File: src/rtl/rw_pkg.sv
package rw_pkg;
  localparam int RW_VA_W    = 32;
  localparam int RW_RG_W    = 2;
  localparam int RW_OFF_W   = 9;
  localparam int RW_VPN_W   = RW_VA_W - RW_RG_W - RW_OFF_W;
  localparam int RW_FRAME_W = 21;
  localparam int RW_PA_W    = RW_FRAME_W + RW_OFF_W;
  localparam int RW_PTE_W   = 32;
  localparam int RW_NREG    = 3;
  localparam int RW_SYS_IDX = 2;
  localparam int RW_V_BIT   = 31;
  localparam int RW_WR_BIT  = 27;

  typedef enum logic [1:0] {
    RG_PROG = 2'd0,
    RG_CTRL = 2'd1,
    RG_SYS  = 2'd2,
    RG_RSVD = 2'd3
  } region_e;

  typedef enum logic [2:0] {
    FLT_NONE    = 3'd0,
    FLT_LEN     = 3'd1,
    FLT_RSVD    = 3'd2,
    FLT_SYS_INV = 3'd3,
    FLT_PTE_INV = 3'd4,
    FLT_PROT    = 3'd5
  } fault_e;

  function automatic logic [RW_VA_W-1:0] widen_vpn(input logic [RW_VPN_W-1:0] vpn);
    return {{(RW_VA_W-RW_VPN_W){1'b0}}, vpn};
  endfunction

  function automatic logic [RW_VA_W-1:0] entry_addr(input logic [RW_VA_W-1:0] base,
                                                    input logic [RW_VPN_W-1:0] vpn);
    return base + (widen_vpn(vpn) << 2);
  endfunction

  function automatic logic [RW_PA_W-1:0] make_paddr(input logic [RW_FRAME_W-1:0] frame,
                                                    input logic [RW_OFF_W-1:0] off);
    return {frame, off};
  endfunction
endpackage

File: src/rtl/rw_region_regs.sv
module rw_region_regs
  import rw_pkg::*;
#(
  parameter int NREG = RW_NREG,
  parameter int DW   = RW_VA_W
) (
  input  logic                      clk,
  input  logic                      rst_n,
  input  logic                      cfg_we,
  input  logic [RW_RG_W-1:0]        cfg_region,
  input  logic                      cfg_len_sel,
  input  logic [DW-1:0]             cfg_wdata,
  output logic [NREG-1:0][DW-1:0]   base_q,
  output logic [NREG-1:0][DW-1:0]   len_q
);
  for (genvar g = 0; g < NREG; g++) begin : g_rgn
    logic hit;
    assign hit = cfg_we && (cfg_region == RW_RG_W'(g));
    always_ff @(posedge clk) begin
      if (!rst_n) begin
        base_q[g] <= '0;
        len_q[g]  <= '0;
      end else if (hit) begin
        if (cfg_len_sel) len_q[g]  <= cfg_wdata;
        else             base_q[g] <= cfg_wdata;
      end
    end
  end

  // a write naming the reserved region leaves every register untouched
  p_cfg_ignore_r8: assert property (@(posedge clk) disable iff (!rst_n)
    (cfg_we && cfg_region == RW_RG_W'(RG_RSVD)) |=> ($stable(base_q) && $stable(len_q)));
endmodule

File: src/rtl/rw_addr_check.sv
module rw_addr_check
  import rw_pkg::*;
#(
  parameter int NREG = RW_NREG
) (
  input  logic [RW_VA_W-1:0]             vaddr,
  input  logic [NREG-1:0][RW_VA_W-1:0]   base_q,
  input  logic [NREG-1:0][RW_VA_W-1:0]   len_q,
  output fault_e                         early_fault,
  output logic                           nested,
  output logic [RW_VA_W-1:0]             first_addr,
  output logic [RW_OFF_W-1:0]            pte_off
);
  localparam int VPN_LO = RW_OFF_W;
  localparam int VPN_HI = RW_OFF_W + RW_VPN_W - 1;

  logic [RW_RG_W-1:0]  rg;
  logic [RW_VPN_W-1:0] vpn;
  logic [RW_VA_W-1:0]  pte_va;
  logic [RW_VPN_W-1:0] svpn;

  assign rg  = vaddr[RW_VA_W-1 -: RW_RG_W];
  assign vpn = vaddr[VPN_HI:VPN_LO];

  always_comb begin
    early_fault = FLT_NONE;
    nested      = 1'b0;
    first_addr  = '0;
    pte_off     = '0;
    pte_va      = '0;
    svpn        = '0;
    case (region_e'(rg))
      RG_RSVD: early_fault = FLT_RSVD;
      RG_SYS: begin
        if (widen_vpn(vpn) >= len_q[RW_SYS_IDX]) early_fault = FLT_LEN;
        else first_addr = entry_addr(base_q[RW_SYS_IDX], vpn);
      end
      default: begin
        if (widen_vpn(vpn) >= len_q[rg]) begin
          early_fault = FLT_LEN;
        end else begin
          pte_va  = entry_addr(base_q[rg], vpn);
          svpn    = pte_va[VPN_HI:VPN_LO];
          pte_off = pte_va[RW_OFF_W-1:0];
          if ((pte_va[RW_VA_W-1 -: RW_RG_W] != RW_RG_W'(RG_SYS)) ||
              (widen_vpn(svpn) >= len_q[RW_SYS_IDX])) begin
            early_fault = FLT_LEN;
          end else begin
            nested     = 1'b1;
            first_addr = entry_addr(base_q[RW_SYS_IDX], svpn);
          end
        end
      end
    endcase
  end
endmodule

File: src/rtl/rw_entry_eval.sv
module rw_entry_eval
  import rw_pkg::*;
(
  input  logic [RW_PTE_W-1:0]   entry,
  input  logic                  final_lvl,
  input  logic                  is_write,
  output fault_e                fault,
  output logic [RW_FRAME_W-1:0] frame
);
  assign frame = entry[RW_FRAME_W-1:0];

  always_comb begin
    if (!entry[RW_V_BIT])
      fault = final_lvl ? FLT_PTE_INV : FLT_SYS_INV;
    else if (final_lvl && is_write && !entry[RW_WR_BIT])
      fault = FLT_PROT;
    else
      fault = FLT_NONE;
  end
endmodule

File: src/rtl/region_walker.sv
module region_walker
  import rw_pkg::*;
(
  input  logic                   clk,
  input  logic                   rst_n,
  input  logic                   req_valid,
  output logic                   req_ready,
  input  logic [RW_VA_W-1:0]     req_vaddr,
  input  logic                   req_write,
  output logic                   rsp_valid,
  output logic [2:0]             rsp_fault,
  output logic [RW_PA_W-1:0]     rsp_paddr,
  output logic [RW_PTE_W-1:0]    rsp_entry,
  input  logic                   cfg_we,
  input  logic [RW_RG_W-1:0]     cfg_region,
  input  logic                   cfg_len_sel,
  input  logic [RW_VA_W-1:0]     cfg_wdata,
  output logic                   mem_req,
  output logic [RW_VA_W-1:0]     mem_addr,
  input  logic                   mem_ack,
  input  logic [RW_PTE_W-1:0]    mem_rdata
);
  typedef enum logic [1:0] {ST_IDLE, ST_SYS, ST_PTE, ST_RESP} state_e;

  state_e                        state_q;
  logic [RW_NREG-1:0][RW_VA_W-1:0] base_q, len_q;
  logic [RW_VA_W-1:0]            rd_addr_q;
  logic [RW_OFF_W-1:0]           off_q, pte_off_q;
  logic                          wr_q;
  fault_e                        code_q;
  logic [RW_PA_W-1:0]            paddr_q;
  logic [RW_PTE_W-1:0]           entry_q;

  // named internal events
  fault_e                        early_fault;
  logic                          early_nested;
  logic [RW_VA_W-1:0]            early_addr;
  logic [RW_OFF_W-1:0]           early_pte_off;
  logic                          accept;
  logic                          early_hit;
  logic                          read_done;
  logic                          final_lvl;
  fault_e                        ev_fault;
  logic [RW_FRAME_W-1:0]         ev_frame;
  logic                          nested_ok;

  rw_region_regs #(.NREG(RW_NREG), .DW(RW_VA_W)) u_regs (
    .clk, .rst_n, .cfg_we, .cfg_region, .cfg_len_sel, .cfg_wdata,
    .base_q, .len_q
  );

  rw_addr_check #(.NREG(RW_NREG)) u_chk (
    .vaddr(req_vaddr), .base_q, .len_q,
    .early_fault, .nested(early_nested), .first_addr(early_addr), .pte_off(early_pte_off)
  );

  rw_entry_eval u_eval (
    .entry(mem_rdata), .final_lvl, .is_write(wr_q),
    .fault(ev_fault), .frame(ev_frame)
  );

  assign req_ready = (state_q == ST_IDLE);
  assign accept    = req_valid && req_ready;
  assign early_hit = (early_fault != FLT_NONE);
  assign mem_req   = (state_q == ST_SYS) || (state_q == ST_PTE);
  assign mem_addr  = rd_addr_q;
  assign read_done = mem_req && mem_ack;
  assign final_lvl = (state_q == ST_PTE);
  assign nested_ok = (state_q == ST_SYS) && read_done && (ev_fault == FLT_NONE);
  assign rsp_valid = (state_q == ST_RESP);
  assign rsp_fault = code_q;
  assign rsp_paddr = paddr_q;
  assign rsp_entry = entry_q;

  always_ff @(posedge clk) begin
    if (!rst_n) begin
      state_q   <= ST_IDLE;
      rd_addr_q <= '0;
      off_q     <= '0;
      pte_off_q <= '0;
      wr_q      <= 1'b0;
      code_q    <= FLT_NONE;
      paddr_q   <= '0;
      entry_q   <= '0;
    end else begin
      case (state_q)
        ST_IDLE: if (accept) begin
          off_q     <= req_vaddr[RW_OFF_W-1:0];
          wr_q      <= req_write;
          rd_addr_q <= early_addr;
          pte_off_q <= early_pte_off;
          if (early_hit) begin
            code_q  <= early_fault;
            paddr_q <= '0;
            entry_q <= '0;
            state_q <= ST_RESP;
          end else begin
            state_q <= early_nested ? ST_SYS : ST_PTE;
          end
        end
        ST_SYS: if (read_done) begin
          if (ev_fault != FLT_NONE) begin
            code_q  <= ev_fault;
            paddr_q <= '0;
            entry_q <= '0;
            state_q <= ST_RESP;
          end else begin
            rd_addr_q <= {{(RW_VA_W-RW_PA_W){1'b0}}, make_paddr(ev_frame, pte_off_q)};
            state_q   <= ST_PTE;
          end
        end
        ST_PTE: if (read_done) begin
          code_q  <= ev_fault;
          paddr_q <= (ev_fault == FLT_NONE) ? make_paddr(ev_frame, off_q) : '0;
          entry_q <= mem_rdata;
          state_q <= ST_RESP;
        end
        default: state_q <= ST_IDLE;
      endcase
    end
  end

  // early faults answer next cycle without touching memory
  p_early_no_read_r2: assert property (@(posedge clk) disable iff (!rst_n)
    (accept && early_hit) |=> (rsp_valid && !mem_req));

  // a valid nested entry is always followed by the final read in the same page offset
  p_nested_second_read_r4: assert property (@(posedge clk) disable iff (!rst_n)
    nested_ok |=> (mem_req && mem_addr[RW_OFF_W-1:0] == $past(pte_off_q)));

  // a final-level read never reports the nested-level fault
  p_level_code_r6: assert property (@(posedge clk) disable iff (!rst_n)
    (read_done && final_lvl) |=> (rsp_valid && rsp_fault != 3'(FLT_SYS_INV)));

  // protection faults only come from write requests
  p_prot_write_only_r7: assert property (@(posedge clk) disable iff (!rst_n)
    (rsp_valid && rsp_fault == 3'(FLT_PROT)) |-> wr_q);

  // response is a single-cycle pulse and the walker is busy while reading
  p_rsp_pulse_r9: assert property (@(posedge clk) disable iff (!rst_n)
    rsp_valid |=> (!rsp_valid && req_ready));
  p_busy_read_r9: assert property (@(posedge clk) disable iff (!rst_n)
    (mem_req && !mem_ack) |=> (mem_req && $stable(mem_addr)));
  p_busy_not_ready_r9: assert property (@(posedge clk) disable iff (!rst_n)
    mem_req |-> !req_ready);
endmodule

File: config.mk
export PLATFORM = sky130hd
export DESIGN_NAME = region_walker
export DESIGN_NICKNAME = d
export VERILOG_FILES = /design/src/rtl/rw_pkg.sv /design/src/rtl/rw_region_regs.sv /design/src/rtl/rw_addr_check.sv /design/src/rtl/rw_entry_eval.sv /design/src/rtl/region_walker.sv
export SDC_FILE = /design/constraint.sdc
export NUM_CORES = 1
export LEC_CHECK = 0
export ABC_CLOCK_PERIOD_IN_PS = 10170
export CAP_MARGIN = 20
export CORE_AREA = 2 2 187 189
export CTS_CLUSTER_DIAMETER = 120
export CTS_CLUSTER_SIZE = 14
export DETAILED_ROUTE_END_ITERATION = 8
export DIE_AREA = 0 0 189 191
export GPL_ROUTABILITY_DRIVEN = 0
export GPL_TIMING_DRIVEN = 0
export HOLD_SLACK_MARGIN = 0.03
export PLACE_DENSITY_LB_ADDON = 0.2
export SKIP_CTS_REPAIR_TIMING = 1
export SYNTH_ARGS = -nofsm -noshare
export SYNTH_HDL_FRONTEND = slang
export SYNTH_HIERARCHICAL = 1
export SYNTH_SLANG_ARGS = --single-unit
File: constraint.sdc
create_clock -name clk -period 10.17 [get_ports clk]
set_input_delay 2.034 -clock clk [delete_from_list [all_inputs] [get_ports clk]]
set_output_delay 2.034 -clock clk [all_outputs]
set_load 0.01 [all_outputs]
==> summary.md, run 1 <==
| Metric | Value |
|---|---|
| Avg WL per Cell | 19.4 µm |
| Fillers | approximately 2900 |
| Sequential-to-total area share from yosys stat | about a third |
| First-pass GRT wire length | around 84 mm |
| Distinct cell type count of the synthesized netlist | a little over 80 |
| Slew at the pin with the worst max-slew slack | around 1.2 ns |
| Horiz. Die Dim | roughly 190 µm |
| Post-Place Setup Slack | -0.738 ns |
| RSZ-0062 raised after global routing | false |
| Fin area | between 20000 and 25000 µm² |
| Number of design rule violations left after detail routing | 0 |
| Worst path slowest cell | clkdlybuf4s50_1 |
| Kind of end point of the critical path | flip-flop |
| Via density | approximately 6 |
| Final ANT Viol Nets | 0 |
| Grt total ovfl | 0 |
| Synthesized area per cell | 8.76 µm² |
| Met1 demand-to-capacity share in global routing | between 30% and 40% |
| Peak ir drop on the vdd network | approximately 0.12 mV |
| Half-perimeter wire length after detailed placement | approximately 43 mm |
| GR met3 Demand/Resource | approximately 3.3% |
| Initial core utilization | 54.3% |
| Iteration-0 DRC Markers | approximately 1100 |
| Antenna violations before repair | 0 |
| Wire length reported by the detailed router | between 50 and 60 mm |
| Number of global-route vias before repair | 15861 |
| Count of buffers from port buffering | 202 |
| Maximum number of pins on one net before global-route repair | 15 |
| Num CTS Buffers | 26 |
| Top-area cell type share of the netlist area | 33.5% |
| Root Driver | clkbuf_16 |
| Async SR Flop Fraction | 0% |
| Longest Clk Path Bufs | 3 |
| Achievable frequency | between 0.1 and 0.15 GHz |
| Area growth from synthesis to layout | 17.8% |
| Placement Cell Area | between 20000 and 25000 µm² |
| DIE AREA | between 30000 and 40000 µm² |
| Delay of the slowest cell on the worst path | roughly 0.63 ns |
| Number of placed cells counting well taps | 2770 |
| Number of nets in the synthesized netlist | roughly 2400 |
| Post-synth top area cell | dfxtp_1 |
| Final worst-path cycle share | between 90% and 100% |
| Placeable core area | 34100 µm² |
| Flops & latches, synth | 310 |
| Total power density per cell area | ~160 nW/µm² |
| Count of flip-flops with a built-in enable after synthesis | 0 |
| I/O pin cnt | 205 |
| Number of nets in the layout | approximately 2600 |
| Number of max-capacitance violations reported | 0 |
| Total number of H-tree levels | 1 |
| Class of the tightest hold or removal check | reg2reg |
| Top post-synthesis cells by area | dfxtp_1, mux2i_1, nand2_1 |
| Final period demand of the worst path | approximately 9.7 ns |
| Routing usage on met2 | between 40% and 50% |
| Normalized max-slew margin | between 15 and 20% |
| Total Neg Setup Slack | 0 ns |
| Grt peak-use layer | met2 |
| Most common flop cell mapped by yosys | dfxtp_1 |
| Hold Fails Final Rpt | 0 |
| Top cells by count, synth | nand2_1, mux2i_1, dfxtp_1 |
| Overall Global Routing Usage | around 29% |
| Ratio of cells with drive above 1 in the final layout | under 10% |
| Crit path setup slack, layout | about 0.44 ns |
| CP Class | in2reg |
| Clock transition at the registers of the reported paths | around 0.070 ns |
| Post-Route Skew | around 0.037 ns |
| Crit path max fanout | 10 |
| # rows | roughly 70 |
| Gate count of the mapped netlist | 2113 |
| Most common cell in the synthesized netlist | nand2_1 |
| Startpoint type of the worst setup path | primary input |
| Die height | 191 µm |
| Max-slew violation count | 0 |
| First-pass iteration count of the detailed router | 6 |
| Layout Utilization | 64.0% |
| Total setup violations reported at the end of the flow | 0 |
| Total number of yosys warnings | 6 |
| Arrival time at the worst endpoint | approximately 10 ns |
| Outcome | finished, final reports clean |
| Netlist area before placement | 18500 µm² |
| Post-layout instance count excluding filler cells | 2800 |
| CP required | roughly 11 ns |
| Clock tree from TritonCTS | built |
| Latest clock arrival within the worst-skew pair | between 0.5 and 0.6 ns |
| Num Clock Sinks | 310 |
| Total number of vias | around 16000 |
| P_leak | a little under 10 nW |
[power by group]
part / total, mW / switching (mW) / internal, mW
clock network: 0.908 / 0.441 / 0.467
registers: 1.39 / 0.0671 / 1.32
logic: 1.16 / 0.623 / 0.542
[logic make-up (layout without fill, tap and decap cells)]
group / count (synthesis) / count (layout) / share of synthesized area (%)
compound gates: 389 / 389 / 14.7
other cells: 1 / 3 / 0.0202
fa+ha+maj: 135 / 135 / 9.24
simple gates: 696 / 696 / 16.1
buf+inv: 183 / 413 / 5.20
xor+xnor: 56 / 56 / 2.65
mux: 343 / 343 / 18.6
flops: 310 / 310 / 33.5
[layout make-up]
cell class / instances / area, µm² / area share [%]
Clock buffer: 27 / 676 / 3.10
Buffer: 139 / 803 / 3.68
Tap cell: 455 / 569 / 2.61
Antenna cell: 2 / 5.00 / 0.0229
Sequential cell: 310 / 6210 / 28.4
Timing Repair Buffer: 203 / 2030 / 9.30
Clock inverter: 1 / 16.3 / 0.0745
Multi-Input combinational cell: 1620 / 11400 / 52.0
Inverter: 43 / 161 / 0.740
[critical path, delay by kind of cell]
family          cells  cell delay, ns
compound gates     14            3.13
buf+inv             7            2.61
fa+ha+maj           3            1.00
simple gates        5            1.00
mux                 1            0.24
xor+xnor            1            0.18
[through the flow]
| stage | power, mW | hold slack [ns] |
|---|---|---|
| 2_1_floorplan | 2.15 | 0.434 |
| 3_3_place_gp | 2.54 | 0.441 |
| 3_5_place_dp | 2.57 | 0.447 |
| 4_1_cts | 3.47 | 0.457 |
| 5_1_grt | 3.62 | 0.476 |
| 6_report | 3.46 | 0.457 |
[worst paths after layout]
check                     from           end  slack, ns  depth (start not counted)
max              req_vaddr[30]  rsp_fault[0]       0.44                         31
min                   off_q[7]  rsp_paddr[7]       0.46                          2
max reg2reg  u_regs/base_q[66]  rsp_fault[0]       3.18                         28
min reg2reg           off_q[7]  rsp_paddr[7]       0.46                          2
[registers in the layout, summed over array words and instances (netlist names)]
| register | cells |
|---|---|
| u_regs/base_q | 96 |
| state_q | 2 |
| rsp_entry | 32 |
| off_q | 9 |
| wr_q | 1 |
| rsp_paddr | 30 |
| rsp_fault | 3 |
| mem_addr | 32 |
| u_regs/len_q | 96 |
| pte_off_q | 9 |
[per-layer routing]
metal / routed length (µm) / vias to the layer above
li1: - / 7872
met5: 0 / -
met4: 1990 / 0
met1: 24200 / 7752
met3: 3220 / 110
met2: 24800 / 592
[cell usage in the layout (no fill, tap or decap), drive strengths merged, types with 5 or more instances in the layout]
cell,count
dfxtp,310
a211o,7
mux2i,340
inv,43
o22ai,16
clkdlybuf4s50,202
nand2b,16
nor2b,12
xor2,27
xnor2,29
or3,6
and2,10
nor2,63
o21ai,69
and3,14
a21boi,22
a21oi,92
clkbuf,89
o2111ai,6
a31oi,17
o21a,9
nand4,14
nand2,502
o211ai,5
o21bai,13
o211a,32
nor3,15
a211oi,13
a2111oi,5
a21o,38
ha,132
nor4,9
buf,78
nand3,14
o31ai,6
Power figures use the tool's default switching activity.
==> inputs of run 2 (changes only) <==
--- a/config.mk
+++ b/config.mk
@@ -8,8 +8,8 @@
 export ABC_CLOCK_PERIOD_IN_PS = 10170
 export CAP_MARGIN = 20
 export CORE_AREA = 2 2 187 189
+export CTS_BUF_LIST = sky130_fd_sc_hd__clkbuf_16
 export CTS_CLUSTER_DIAMETER = 120
-export CTS_CLUSTER_SIZE = 14
 export DETAILED_ROUTE_END_ITERATION = 8
 export DIE_AREA = 0 0 189 191
 export GPL_ROUTABILITY_DRIVEN = 0
==> run 2 against run 1 <==
  * Flip-flop and latch count did not move
  * Final cell count rose by 1.1%
  * Non-clock buffer count did not move
  * Clock skew fell by 0.021 ns
  * Critical path depth fell by 2
  * Via count rose by 0.78%
  * Register-to-register slack got worse by 0.02 ns
  * Utilization rose by 1.4 points
  * Wire length rose by 0.62%
  * Global-route usage rose by 0.17 points
  * Sequential share of layout area fell by 0.59 points
  * Critical endpoint unchanged
==> summary.md, run 2 (synthesis results as in run 1) <==
| Metric | Value |
|---|---|
| Outcome | finished, final reports clean |
| Ratio of cells with drive above 1 in the final layout | 6.27% (+0.77 points) |
| Half-perimeter wire length after detailed placement | 43.2 mm (unchanged) |
| Maximum number of pins on one net before global-route repair | 14 (-1) |
| Cell Int Power | 2.64 mW (+13%) |
| Fillers | 2833 (-2.2%) |
| Root Driver | clkbuf_16 |
| First-pass GRT wire length | 84.6 mm (+0.45%) |
| Total number of H-tree levels | 2 (+1) |
| Arrival time at the worst endpoint | 10.24 ns (+0.05 ns) |
| Total Neg Setup Slack | 0 ns (unchanged) |
| Sequential share of power | 36.2% (-3.9 points) |
| Crit path max fanout | 10 (unchanged) |
| Post-Route Skew | 0.0159 ns (-0.0210 ns) |
| Count of buffers from port buffering | 202 (unchanged) |
| Registers with the most flip-flops | u_regs/base_q x96, u_regs/len_q x96 |
| # rows | 68 (unchanged) |
| Class of the tightest hold or removal check | reg2reg |
| Initial core utilization | 54.3% (unchanged) |
| CP required | 10.61 ns (-0.02 ns) |
| Antenna violations before repair | 0 (unchanged) |
| Final ANT Viol Nets | 0 (unchanged) |
| CP Class | in2reg |
| Number of max-capacitance violations reported | 0 (unchanged) |
| Net switching fraction of the power | 31.2% (-1.5 points) |
| Overall power after layout | 3.83 mW (+11%) |
| Number of nets in the layout | 2591 (+0.31%) |
| Clock tree from TritonCTS | built |
| Avg WL per Cell | 19.3 µm (-0.45%) |
| Total number of vias | 16453 (+0.78%) |
| Total inserted antenna cells | 0 (-2) |
| Delay of the slowest cell on the worst path | 0.66 ns (+0.03 ns) |
| Wire length reported by the detailed router | 54.5 mm (+0.62%) |
| Via density | 5.81 (-0.29%) |
| Total setup violations reported at the end of the flow | 0 (unchanged) |
| Total power density per cell area | 172 nW/µm² (+8.5%) |
| Number of global-route vias before repair | 16004 (+0.90%) |
| Num CTS Buffers | 34 (+31%) |
| Number of design rule violations left after detail routing | 0 (unchanged) |
| Most common library cell in the layout ignoring fill and taps | nand2_1 |
| Sequential cell area | 6210 µm² (unchanged) |
| Slew at the pin with the worst max-slew slack | 1.17 ns (-0.0458 ns) |
| Area growth from synthesis to layout | 20.3% |
| Clock share of power | 33.4% (+7.1 points) |
| Crit path setup slack, layout | 0.370 ns (-0.0714 ns) |
| I/O pin cnt | 205 (unchanged) |
| Num Clock Sinks | 310 (unchanged) |
| Combinational share of power | 30.4% (-3.3 points) |
| Highest-count cells in the layout ignoring fill and taps | nand2_1, mux2i_1, dfxtp_1 |
| Sw Pwr | 1.19 mW (+5.6%) |
| P_leak | 9.94 nW (+2.5%) |
| DIE AREA | 36100 µm² (unchanged) |
| Overall Global Routing Usage | 29.2% (+0.17 points) |
| Max-slew violation count | 0 (unchanged) |
| Achievable frequency | 0.102 GHz (-0.73%) |
| Worst path slowest cell | clkdlybuf4s50_1 |
| Longest Clk Path Bufs | 3 (unchanged) |
| Final period demand of the worst path | 9.80 ns (+0.0714 ns) |
| First-pass iteration count of the detailed router | 6 (unchanged) |
| Hold Fails Final Rpt | 0 (unchanged) |
| Die height | 191 µm (unchanged) |
| Startpoint type of the worst setup path | primary input |
| Final worst-path cycle share | 96.4% (+0.70 points) |
| Kind of end point of the critical path | flip-flop |
| Peak ir drop on the vdd network | 0.142 mV (+18%) |
| Post-Place Setup Slack | -0.738 ns (unchanged) |
| Clock transition at the registers of the reported paths | 0.06 ns (about the same) |
| Iteration-0 DRC Markers | 1154 (+4.2%) |
| Horiz. Die Dim | 189 µm (unchanged) |
| Cell count of the worst reg-to-reg path | 28 (unchanged) |
| Placeable core area | 34100 µm² (unchanged) |
| Grt total ovfl | 0 (unchanged) |
| Area used by multi-input combinational logic | 11400 µm² (unchanged) |
| Normalized max-slew margin | 21.3% (+3.1 points) |
| Cell depth of the worst min-delay path | 2 (unchanged) |
| Latest clock arrival within the worst-skew pair | 0.53 ns (-0.04 ns) |
[run 2: cell count changes in the layout (fill, tap and decap cells not counted)]
cell,delta
diode_2,-2
clkinvlp_4,+1
clkinv_1,+8
clkinv_8,+1
bufinv_16,+6
inv_1,+4
clkinv_2,+4
clkbuf_16,+8
[run 2: layout make-up]
cell class / instances / area share, %
plain buffers: 139 / 3.60
clock buffers: 35 / 3.93
clock inverters: 25 / 1.28
inverters: 43 / 0.724
multi-input cells: 1620 / 50.9
flip-flops and latches: 310 / 27.9
well taps: 455 / 2.55
repair buffers: 203 / 9.11
[run 2: final timing paths]
path / from / to / slack (ns)
min reg2reg: off_q[1] / rsp_paddr[1] / 0.45
max reg2reg: u_regs/base_q[67] / rsp_fault[0] / 3.16
min: off_q[1] / rsp_paddr[1] / 0.45
max: req_vaddr[30] / rsp_fault[0] / 0.37
[run 2: power by group through the flow]
stage,Combinational (mW),Clock [mW],Sequential [mW]
after floorplan,0.716,0,1.43
after global placement,1.13,0,1.41
after detailed placement,1.16,0,1.41
after CTS,1.16,1.30,1.39
after global routing,1.25,1.35,1.40
final,1.17,1.28,1.39
[run 2: metal layers]
metal	global-route usage (%)	up-vias	share of wire [%]	wire [µm]
met5	0	-	0	0
met4	11.1	0	3.6	1960
met3	3.89	120	6.1	3330
met2	49.8	616	46	25200
met1	37.6	7801	44	24000
li1	-	7916	-	-
[run 2: per-stage QoR]
step	hold WS (ns)	instances	area (µm²)	utilization, %
floorplan	0.434	2113	18500	-
global placement	0.441	2770	21100	61.9
detailed placement	0.447	2770	21100	61.9
CTS	0.456	2830	22300	65.3
global route	0.474	2830	22300	65.3
finish	0.453	2830	22300	65.3
[run 2: worst max-delay path, delay by kind of cell]
family	cells	cell delay, ns
xor+xnor	1	0.20
buf+inv	7	2.67
compound gates	13	2.98
simple gates	4	1.05
fa+ha+maj	3	1.03
mux	1	0.24
